### src/rtl/i2cx_pkg.sv
package i2cx_pkg;

  typedef enum logic [2:0] {
    ST_IDLE,
    ST_RX,
    ST_ACK,
    ST_TX,
    ST_MACK,
    ST_SKIP
  } link_st_t;

  typedef enum logic [1:0] {
    BK_ADDR,
    BK_CMD,
    BK_DATA
  } byte_kind_t;

endpackage

### src/rtl/i2cx_line_filter.sv
module i2cx_line_filter #(
  parameter int   TAPS = 3,
  parameter logic IDLE = 1'b1
) (
  input  logic clk,
  input  logic rst_n,
  input  logic raw,
  output logic clean
);

  logic [1:0]      sync_q;
  logic [TAPS-1:0] hist_q;
  logic            clean_q;

  // Majority vote over the history window.
  function automatic logic vote(input logic [TAPS-1:0] v);
    int n;
    n = 0;
    for (int i = 0; i < TAPS; i++) n += int'(v[i]);
    return n > TAPS / 2;
  endfunction

  always_ff @(posedge clk or negedge rst_n) begin
    if (!rst_n) begin
      sync_q  <= {2{IDLE}};
      hist_q  <= {TAPS{IDLE}};
      clean_q <= IDLE;
    end else begin
      sync_q  <= {sync_q[0], raw};
      hist_q  <= {hist_q[TAPS-2:0], sync_q[1]};
      clean_q <= vote(hist_q);
    end
  end

  assign clean = clean_q;

endmodule

### src/rtl/i2cx_bus_events.sv
module i2cx_bus_events (
  input  logic clk,
  input  logic rst_n,
  input  logic scl,
  input  logic sda,
  output logic scl_rise,
  output logic scl_fall,
  output logic bus_start,
  output logic bus_stop
);

  logic scl_q, sda_q;

  always_ff @(posedge clk or negedge rst_n) begin
    if (!rst_n) begin
      scl_q <= 1'b1;
      sda_q <= 1'b1;
    end else begin
      scl_q <= scl;
      sda_q <= sda;
    end
  end

  assign scl_rise  = scl & ~scl_q;
  assign scl_fall  = ~scl & scl_q;
  assign bus_start = scl & scl_q & sda_q & ~sda;
  assign bus_stop  = scl & scl_q & ~sda_q & sda;

endmodule

### src/rtl/i2cx_link_fsm.sv
module i2cx_link_fsm
  import i2cx_pkg::*;
#(
  parameter int DATA_W  = 8,
  parameter int STRAP_W = 3,
  parameter int PTR_W   = 2,
  parameter logic [DATA_W-STRAP_W-2:0] ADDR_HI = 4'b0011
) (
  input  logic               clk,
  input  logic               rst_n,
  input  logic [STRAP_W-1:0] strap,
  input  logic               sda_in,
  input  logic               scl_rise,
  input  logic               scl_fall,
  input  logic               bus_start,
  input  logic               bus_stop,
  input  logic [DATA_W-1:0]  rd_data,
  output logic               sda_oe,
  output logic [PTR_W-1:0]   ptr,
  output logic [DATA_W-1:0]  wr_data,
  output logic               wr_stb,
  output logic               rd_req
);

  localparam int CNT_W = $clog2(DATA_W);
  localparam logic [CNT_W-1:0] CNT_MAX = CNT_W'(DATA_W - 1);

  link_st_t          state;
  byte_kind_t        kind;
  logic [CNT_W-1:0]  cnt;
  logic [DATA_W-1:0] shf;
  logic              full, go_tx, more;
  logic              sda_oe_q, wstb_q, rreq_q;
  logic [PTR_W-1:0]  ptr_q;
  logic [DATA_W-1:0] wdat_q;

  // Address comparison: fixed high part concatenated with the straps.
  function automatic logic addr_hit(input logic [DATA_W-2:0] rx,
                                    input logic [STRAP_W-1:0] s);
    return rx == {ADDR_HI, s};
  endfunction

  always_ff @(posedge clk or negedge rst_n) begin
    if (!rst_n) begin
      state    <= ST_IDLE;
      kind     <= BK_ADDR;
      cnt      <= '0;
      shf      <= '0;
      full     <= 1'b0;
      go_tx    <= 1'b0;
      more     <= 1'b0;
      sda_oe_q <= 1'b0;
      ptr_q    <= '0;
      wdat_q   <= '0;
      wstb_q   <= 1'b0;
      rreq_q   <= 1'b0;
    end else begin
      wstb_q <= 1'b0;
      rreq_q <= 1'b0;
      if (bus_start) begin
        state    <= ST_RX;
        kind     <= BK_ADDR;
        cnt      <= '0;
        full     <= 1'b0;
        sda_oe_q <= 1'b0;
      end else if (bus_stop) begin
        state    <= ST_IDLE;
        full     <= 1'b0;
        sda_oe_q <= 1'b0;
      end else begin
        case (state)
          ST_RX: begin
            if (scl_rise && !full) begin
              shf <= {shf[DATA_W-2:0], sda_in};
              if (cnt == CNT_MAX) full <= 1'b1;
              else                cnt  <= cnt + 1'b1;
            end else if (scl_fall && full) begin
              full <= 1'b0;
              cnt  <= '0;
              case (kind)
                BK_ADDR: begin
                  if (addr_hit(shf[DATA_W-1:1], strap)) begin
                    sda_oe_q <= 1'b1;
                    go_tx    <= shf[0];
                    kind     <= BK_CMD;
                    state    <= ST_ACK;
                  end else begin
                    state <= ST_SKIP;
                  end
                end
                BK_CMD: begin
                  ptr_q    <= shf[PTR_W-1:0];
                  sda_oe_q <= 1'b1;
                  go_tx    <= 1'b0;
                  kind     <= BK_DATA;
                  state    <= ST_ACK;
                end
                default: begin
                  wdat_q   <= shf;
                  wstb_q   <= 1'b1;
                  sda_oe_q <= 1'b1;
                  go_tx    <= 1'b0;
                  state    <= ST_ACK;
                end
              endcase
            end
          end
          ST_ACK: begin
            if (scl_fall) begin
              if (go_tx) begin
                shf      <= rd_data;
                rreq_q   <= 1'b1;
                sda_oe_q <= ~rd_data[DATA_W-1];
                cnt      <= '0;
                state    <= ST_TX;
              end else begin
                sda_oe_q <= 1'b0;
                state    <= ST_RX;
              end
            end
          end
          ST_TX: begin
            if (scl_fall) begin
              if (cnt == CNT_MAX) begin
                sda_oe_q <= 1'b0;
                state    <= ST_MACK;
              end else begin
                cnt      <= cnt + 1'b1;
                shf      <= shf << 1;
                sda_oe_q <= ~shf[DATA_W-2];
              end
            end
          end
          ST_MACK: begin
            if (scl_rise) begin
              more <= ~sda_in;
            end else if (scl_fall) begin
              if (more) begin
                shf      <= rd_data;
                rreq_q   <= 1'b1;
                sda_oe_q <= ~rd_data[DATA_W-1];
                cnt      <= '0;
                state    <= ST_TX;
              end else begin
                state <= ST_SKIP;
              end
            end
          end
          default: ;
        endcase
      end
    end
  end

  assign sda_oe  = sda_oe_q;
  assign ptr     = ptr_q;
  assign wr_data = wdat_q;
  assign wr_stb  = wstb_q;
  assign rd_req  = rreq_q;

  // a write strobe is always accompanied by an acknowledge.
  p_wr_acked_r4: assert property (@(posedge clk) disable iff (!rst_n)
    wstb_q |-> sda_oe_q);

  // the pointer changes only while the command byte is acknowledged.
  p_ptr_acked_r5: assert property (@(posedge clk) disable iff (!rst_n)
    !$stable(ptr_q) |-> sda_oe_q);

  // a stop releases SDA.
  p_stop_release_r11: assert property (@(posedge clk) disable iff (!rst_n)
    bus_stop |=> !sda_oe_q);

  // nothing is driven while a transaction is ignored.
  p_skip_silent_r2: assert property (@(posedge clk) disable iff (!rst_n)
    (state == ST_SKIP) |-> (!sda_oe_q && !wstb_q && !rreq_q));

endmodule

### src/rtl/i2c_regacc_engine.sv
module i2c_regacc_engine #(
  parameter int DATA_W    = 8,
  parameter int STRAP_W   = 3,
  parameter int PTR_W     = 2,
  parameter int FILT_TAPS = 3,
  parameter logic [DATA_W-STRAP_W-2:0] ADDR_HI = 4'b0011
) (
  input  logic               clk,
  input  logic               rst_n,
  input  logic               scl_i,
  input  logic               sda_i,
  input  logic [STRAP_W-1:0] strap_i,
  input  logic [DATA_W-1:0]  rd_data_i,
  output logic               sda_pull_o,
  output logic [PTR_W-1:0]   reg_sel_o,
  output logic [DATA_W-1:0]  wr_data_o,
  output logic               wr_stb_o,
  output logic               rd_req_o
);

  localparam int N_LINES = 2;

  logic [N_LINES-1:0] line_raw, line_clean;
  logic scl_f, sda_f;
  logic ev_rise, ev_fall, ev_start, ev_stop;

  assign line_raw = {sda_i, scl_i};

  for (genvar g = 0; g < N_LINES; g++) begin : g_filt
    i2cx_line_filter #(.TAPS(FILT_TAPS), .IDLE(1'b1)) u_filt (
      .clk   (clk),
      .rst_n (rst_n),
      .raw   (line_raw[g]),
      .clean (line_clean[g])
    );
  end

  assign scl_f = line_clean[0];
  assign sda_f = line_clean[1];

  i2cx_bus_events u_events (
    .clk       (clk),
    .rst_n     (rst_n),
    .scl       (scl_f),
    .sda       (sda_f),
    .scl_rise  (ev_rise),
    .scl_fall  (ev_fall),
    .bus_start (ev_start),
    .bus_stop  (ev_stop)
  );

  i2cx_link_fsm #(
    .DATA_W  (DATA_W),
    .STRAP_W (STRAP_W),
    .PTR_W   (PTR_W),
    .ADDR_HI (ADDR_HI)
  ) u_fsm (
    .clk       (clk),
    .rst_n     (rst_n),
    .strap     (strap_i),
    .sda_in    (sda_f),
    .scl_rise  (ev_rise),
    .scl_fall  (ev_fall),
    .bus_start (ev_start),
    .bus_stop  (ev_stop),
    .rd_data   (rd_data_i),
    .sda_oe    (sda_pull_o),
    .ptr       (reg_sel_o),
    .wr_data   (wr_data_o),
    .wr_stb    (wr_stb_o),
    .rd_req    (rd_req_o)
  );

  // the SDA drive changes only while the cleaned SCL is low.
  p_sda_chg_scl_low_r3: assert property (@(posedge clk) disable iff (!rst_n)
    !$stable(sda_pull_o) |-> !scl_f);

  // a start always restarts with SDA released.
  p_start_release_r1: assert property (@(posedge clk) disable iff (!rst_n)
    ev_start |=> !sda_pull_o);

endmodule

### config.mk
export PLATFORM = sky130hd
export DESIGN_NAME = i2c_regacc_engine
export DESIGN_NICKNAME = d
export VERILOG_FILES = /design/src/rtl/i2cx_pkg.sv /design/src/rtl/i2cx_line_filter.sv /design/src/rtl/i2cx_bus_events.sv /design/src/rtl/i2cx_link_fsm.sv /design/src/rtl/i2c_regacc_engine.sv
export SDC_FILE = /design/constraint.sdc
export NUM_CORES = 1
export LEC_CHECK = 0
export ABC_AREA = 1
export BUFFER_PORTS_ARGS = -buffer_cell sky130_fd_sc_hd__clkbuf_2
export CAP_MARGIN = 20
export CORE_ASPECT_RATIO = 0.9
export CORE_UTILIZATION = 36
export CTS_BUF_LIST = sky130_fd_sc_hd__clkbuf_16
export DETAILED_ROUTE_END_ITERATION = 6
export PLACE_DENSITY_LB_ADDON = 0.2
export SLEW_MARGIN = 20
export SYNTH_ARGS = -nofsm -noshare
export SYNTH_HDL_FRONTEND = slang
export SYNTH_SLANG_ARGS = --single-unit
### constraint.sdc
create_clock -name clk -period 4.8 [get_ports clk]
set_input_delay 1.2 -clock clk [delete_from_list [all_inputs] [get_ports clk]]
set_output_delay 1.2 -clock clk [all_outputs]
set_load 0.02 [all_outputs]
==> results of run 1 <==
-- how the worst min path moves through the flow --
stage	depth (start not counted)	endpoint	slack (ps)	start
6_report	0	g_filt[0].u_filt.hist_q[0]	360	g_filt[0].u_filt.sync_q[1]
5_1_grt	0	g_filt[1].u_filt.sync_q[1]	360	g_filt[1].u_filt.sync_q[0]
4_1_cts	0	g_filt[0].u_filt.hist_q[0]	360	g_filt[0].u_filt.sync_q[1]
3_5_place_dp	0	g_filt[0].u_filt.hist_q[0]	350	g_filt[0].u_filt.sync_q[1]
3_3_place_gp	0	g_filt[1].u_filt.sync_q[1]	350	g_filt[1].u_filt.sync_q[0]
2_1_floorplan	0	g_filt[0].u_filt.hist_q[0]	350	g_filt[0].u_filt.sync_q[1]
-- synth_stat cells --
cell type,n
a21o_1,2
a21oi_1,3
a31oi_1,1
a41oi_1,1
buf_2,2
clkinv_1,1
dfrtp_1,32
dfstp_2,14
ha_1,3
inv_1,35
inv_2,6
nand2_1,94
nand2_2,1
nand2_4,2
nand3_1,23
nand3_2,2
nand3b_1,2
nand4_1,1
nor2_1,19
nor2_2,3
nor3_1,3
nor3b_4,1
o211ai_1,1
o21ai_0,18
o21ai_1,12
o21ai_2,1
xnor2_1,1
-- registers in the layout, summed over array words and instances, names as in the netlist, 2 cells and up --
name and count:
u_fsm.cnt 3, u_fsm.kind 2, g_filt.u_filt.sync_q 4, u_fsm.wr_data 8, u_fsm.ptr 2, u_fsm.state 3
g_filt.u_filt.hist_q 6, u_fsm.shf 8, g_filt.u_filt.clean 2
-- power breakdown --
group | internal, µW | leakage, µW | total [µW] | switching (µW)
combinational | 195 | 0.000767 | 601 | 407
sequential | 464 | 0.000571 | 523 | 58.1
clock | 221 | 0.0000846 | 363 | 142
-- layout make-up --
cell class / count / area share
tap: 70 / 0.0333
multi-input combinational: 194 / 0.349
clock buffer: 6 / 0.0570
inverter: 42 / 0.0599
clock inverter: 2 / 0.00285
sequential: 46 / 0.444
timing repair buffer: 28 / 0.0542
-- logic make-up (layout without fill, tap and decap cells) --
family	Yosys count	count (layout)	share of synthesized area
compound gates	39	39	0.0937
simple gates	151	151	0.293
buf+inv	44	78	0.0743
fa+ha+maj	3	3	0.0166
flops	46	46	0.518
xor+xnor	1	1	0.00388
-- per-layer routing --
| layer | track usage | up-vias | wire (µm) |
|---|---|---|---|
| li1 | - | 964 | - |
| met1 | 0.215 | 839 | 2410 |
| met2 | 0.256 | 38 | 2070 |
| met3 | 0.0323 | 4 | 169 |
| met4 | 0.0450 | 0 | 40 |
| met5 | 0 | - | 0 |
-- cell usage in the layout (no fill, tap or decap), types with 2 or more instances in the layout --
cell / n
nand2_4: 2
a21o_1: 2
ha_1: 3
inv_1: 37
dfrtp_1: 32
dfstp_2: 14
nand3_2: 2
o21ai_0: 18
a21oi_1: 3
nand2_1: 94
nor2_1: 19
inv_2: 6
nand3b_1: 2
nand3_1: 23
nor2_2: 3
o21ai_1: 12
clkbuf_2: 27
clkbuf_16: 6
nor3_1: 3
-- through the flow --
stage               power, µW  worst slack (ps)
finish                   1490              2770
global route             1610              2630
CTS                      1500              2760
detailed placement       1130              2630
global placement         1130              2670
floorplan                 992              2880
==> results.tsv, run 1 <==
metric	value	unit
cp_slowest_cell	dfrtp_1	
die_area	0.00659	mm²
cts_max_path_buffers	2	
slew_headroom	0.617	
cts_made_buffers	5	
overflow	0	
skew	5.94	ps
cts.sinks	46	
grt_use_total	0.158	
cp.arrival	830	ps
syn_area	0.00226	mm²
period_minus_slack	2030	ps
crit_chain	clkbuf_2	
tightest_slew	575	ps
seq_area_frac_synth	0.518	
antenna_found_initial	0	
synth_top_area_share	0.355	
cts_tree	done	
critPathBufInv	1	
fin_cells	388	
die_y	77.1	µm
powerDensity	564	mW/mm²
dr.pass1.iters	4	
crit_end	wr_data_o[7]	
crit_path_max_incr_delay	390	ps
drive_gt1_frac	0.201	
vdd_ir_drop_max	0.279	mV
path_delay_family	flip-flops	
post-cts-setup-buffers	0	
synth.area.top_cells	dfrtp_1, dfstp_2, nand2_1, inv_1, nand3_1	
r2r_slack	2800	ps
fin_crit_sh	0.423	
r2r-start	g_filt[0].u_filt.clean	
final-setup-viol-count	0	
start_util	0.385	
startpoint_type	flop	
place_inst	380	
grt_pass1_vias	1830	
max_freq	492	MHz
root_buffer	clkbuf_16	
critPathLaunch	u_fsm.wr_data[7]	
coreArea	0.00586	mm²
timing.hold.ws	356	ps
drc_errors	0	
final_antenna_net_count	0	
grt_pass1_wl	8250	µm
synthDistinctLibCells	27	
cp_max_fo	2	
setup_tns	0	ps
drt_iter0_drc	84	
path_depth	1	
seq_area	0.00117	mm²
row_count	26	
synth_nets	302	
nets	335	
cts_resized	0	
hold_viol_final	0	
die_w	85.4	µm
gp_congestion	0.885	
wl	4690	µm
slew_violations	0	
port_buffers	27	
num_vias	1845	
clk_latency	280	ps
utilization	0.450	
synth_top_cell_by_area	dfrtp_1	
cts_max_level	2	
syn_to_final_growth	16.8	%
post-dp-hpwl	3460	µm
synth_cells	284	
vias_per_cell	4.76	
yosys_register_bits	46	
hold_buffers	0	
fin_area	0.00263	mm²
endpoint_kind	output pin	
r2r_cells	8	
leakage	0.00142	µW
postPlaceCellArea	0.00248	mm²
avgRoutedWirePerCell	12.1	µm
rsz0062_at_grt	false	
hold_class	flop to flop	
syn_area_per_cell	7.94	µm²
n_antenna_cell	0	
criticalPathCategory	flop to output pin	
multi_input_area	920	µm²
ios	28	
crit_required	3600	ps
yosysWarnings	0	
rr_endpoint	u_fsm.shf[1]	
outcome	complete, no violations	
clkTransAtPathRegs	60	ps
drv_cap	0	
nFillCells	607	
grt_max_degree	47	
No activity file was read; power rests on OpenSTA's default activity.
==> run 2: changes to the inputs <==
Clock period 4.8 ns to 1.77 ns, I/O delays scaled along.
==> run 2 against run 1 <==
Final cell count up 2.6%. First-iteration DRC count down 18%. Via count up 3.0%. Power rose to 2.8 times the previous value. Critical path type is now flop to flop. Largest power group unchanged.
==> results.tsv, run 2 (same netlist as run 1, synthesis figures left out) <==
metric	value	unit
row_count	26	
crit_path_max_incr_delay	460	ps
final_antenna_net_count	0	
criticalPathCategory	flop to flop	
fin_cells	398	
vias_per_cell	4.78	
skew	5.31	ps
grt_use_total	0.168	
coreArea	0.00586	mm²
cp_slowest_cell	dfrtp_2	
startpoint_type	flop	
die_w	85.4	µm
powerDensity	1550	mW/mm²
cts_tree	done	
crit_required	1950	ps
fin_area	0.00273	mm²
postPlaceCellArea	0.00254	mm²
cts_max_level	2	
setup_tns	0	ps
period_minus_slack	1660	ps
nets	345	
overflow	0	
cts_made_buffers	5	
cp.arrival	1840	ps
cp_max_fo	8	
tightest_slew	358	ps
cts.sinks	46	
antenna_found_initial	0	
avgRoutedWirePerCell	12.4	µm
clkTransAtPathRegs	60	ps
max_freq	604	MHz
fin_crit_sh	0.936	
cts_max_path_buffers	2	
final_cell_mix	nand2_1, inv_1, dfrtp_1	
die_area	0.00659	mm²
clk_latency	290	ps
drc_errors	0	
dr.pass1.iters	4	
slew_violations	0	
wl	4950	µm
hold_class	primary input to asynchronous set/reset pin	
place_ws	102	ps
n_antenna_cell	0	
critPathBufInv	1	
root_buffer	clkbuf_16	
drv_cap	0	
num_vias	1901	
grt_pass1_vias	1845	
drt_iter0_drc	69	
fin_total_pwr	4220	µW
post-dp-hpwl	3660	µm
syn_to_final_growth	21.0	%
final_common_cell	nand2_1	
grt_pass1_wl	8680	µm
setup_ws	113	ps
hold_viol_final	0	
die_y	77.1	µm
leakage	0.00147	µW
vdd_ir_drop_max	0.660	mV
port_buffers	27	
nFillCells	613	
endpoint_kind	flop	
start_util	0.385	
gp_congestion	0.880	
final-setup-viol-count	0	
slew_headroom	0.761	
ios	28	
crit_chain	inv_2 > nand3_2 > nand3_2 > nand2_1 > nor3b_4 > nand2_4 > nand2_1 > nand2_1	
outcome	complete, no violations	
place_inst	387	
crit_top_cell	nand2_1	
path_delay_family	simple AND/OR/NAND/NOR gates	
hold_buffers	0	
drive_gt1_frac	0.253	
grt_max_degree	47	
## run 2: cell types whose count changed in the layout (fill, tap and decap cells not counted), moves of 2 or more
cell / delta
clkinv_2: +2
nand3_1: -2
buf_4: +8
nor2_1: -2
nand3_2: +2
nor2_2: +2
inv_1: -3
## run 2: area by class of cell
class	count	area, µm²	area share
Sequential cell	46	1170	0.429
Multi-Input combinational cell	194	937	0.343
Timing Repair Buffer	38	234	0.0857
Clock inverter	3	18.8	0.00687
Clock buffer	5	125	0.0458
Tap cell	70	87.6	0.0321
Inverter	42	158	0.0577
## run 2: metrics by stage
| step | util | hold slack (ps) |
|---|---|---|
| global route | 0.466 | 152 |
| detailed placement | 0.434 | 348 |
| CTS | 0.459 | 137 |
| finish | 0.466 | 117 |
| global placement | 0.434 | 346 |
| floorplan | - | 147 |
## run 2: worst paths after layout
kind	startpoint	endpoint	slack, ps	cells past startpoint
max	u_fsm.state[0]	u_fsm.shf[3]	110	8
min	rst_n	u_fsm.state[2]	120	2
max reg2reg	u_fsm.state[0]	u_fsm.shf[3]	110	8
min reg2reg	g_filt[1].u_filt.sync_q[1]	g_filt[1].u_filt.hist_q[0]	360	0
max in group asynchronous	rst_n	g_filt[1].u_filt.sync_q[1]	1380	2
min in group clk	sda_i	g_filt[1].u_filt.sync_q[0]	230	1
## run 2: timing repair
action	in CTS	in global routing
setup endpoints to repair	0	20
resized for setup	0	9
buffers inserted	0	3
## run 2: report_power, final
group          total [µW]  leakage, µW  switching, µW  internal [µW]
Combinational        1860     0.000821           1190            677
Clock                 937    0.0000740            414            524
Sequential           1420     0.000570            160           1260
Total                4220      0.00147           1760           2460
## run 2: metal layers
metal  wire [µm]  track usage
met5           0            0
met4         103       0.0550
met1        2560        0.245
met3         185       0.0463
met2        2110        0.242
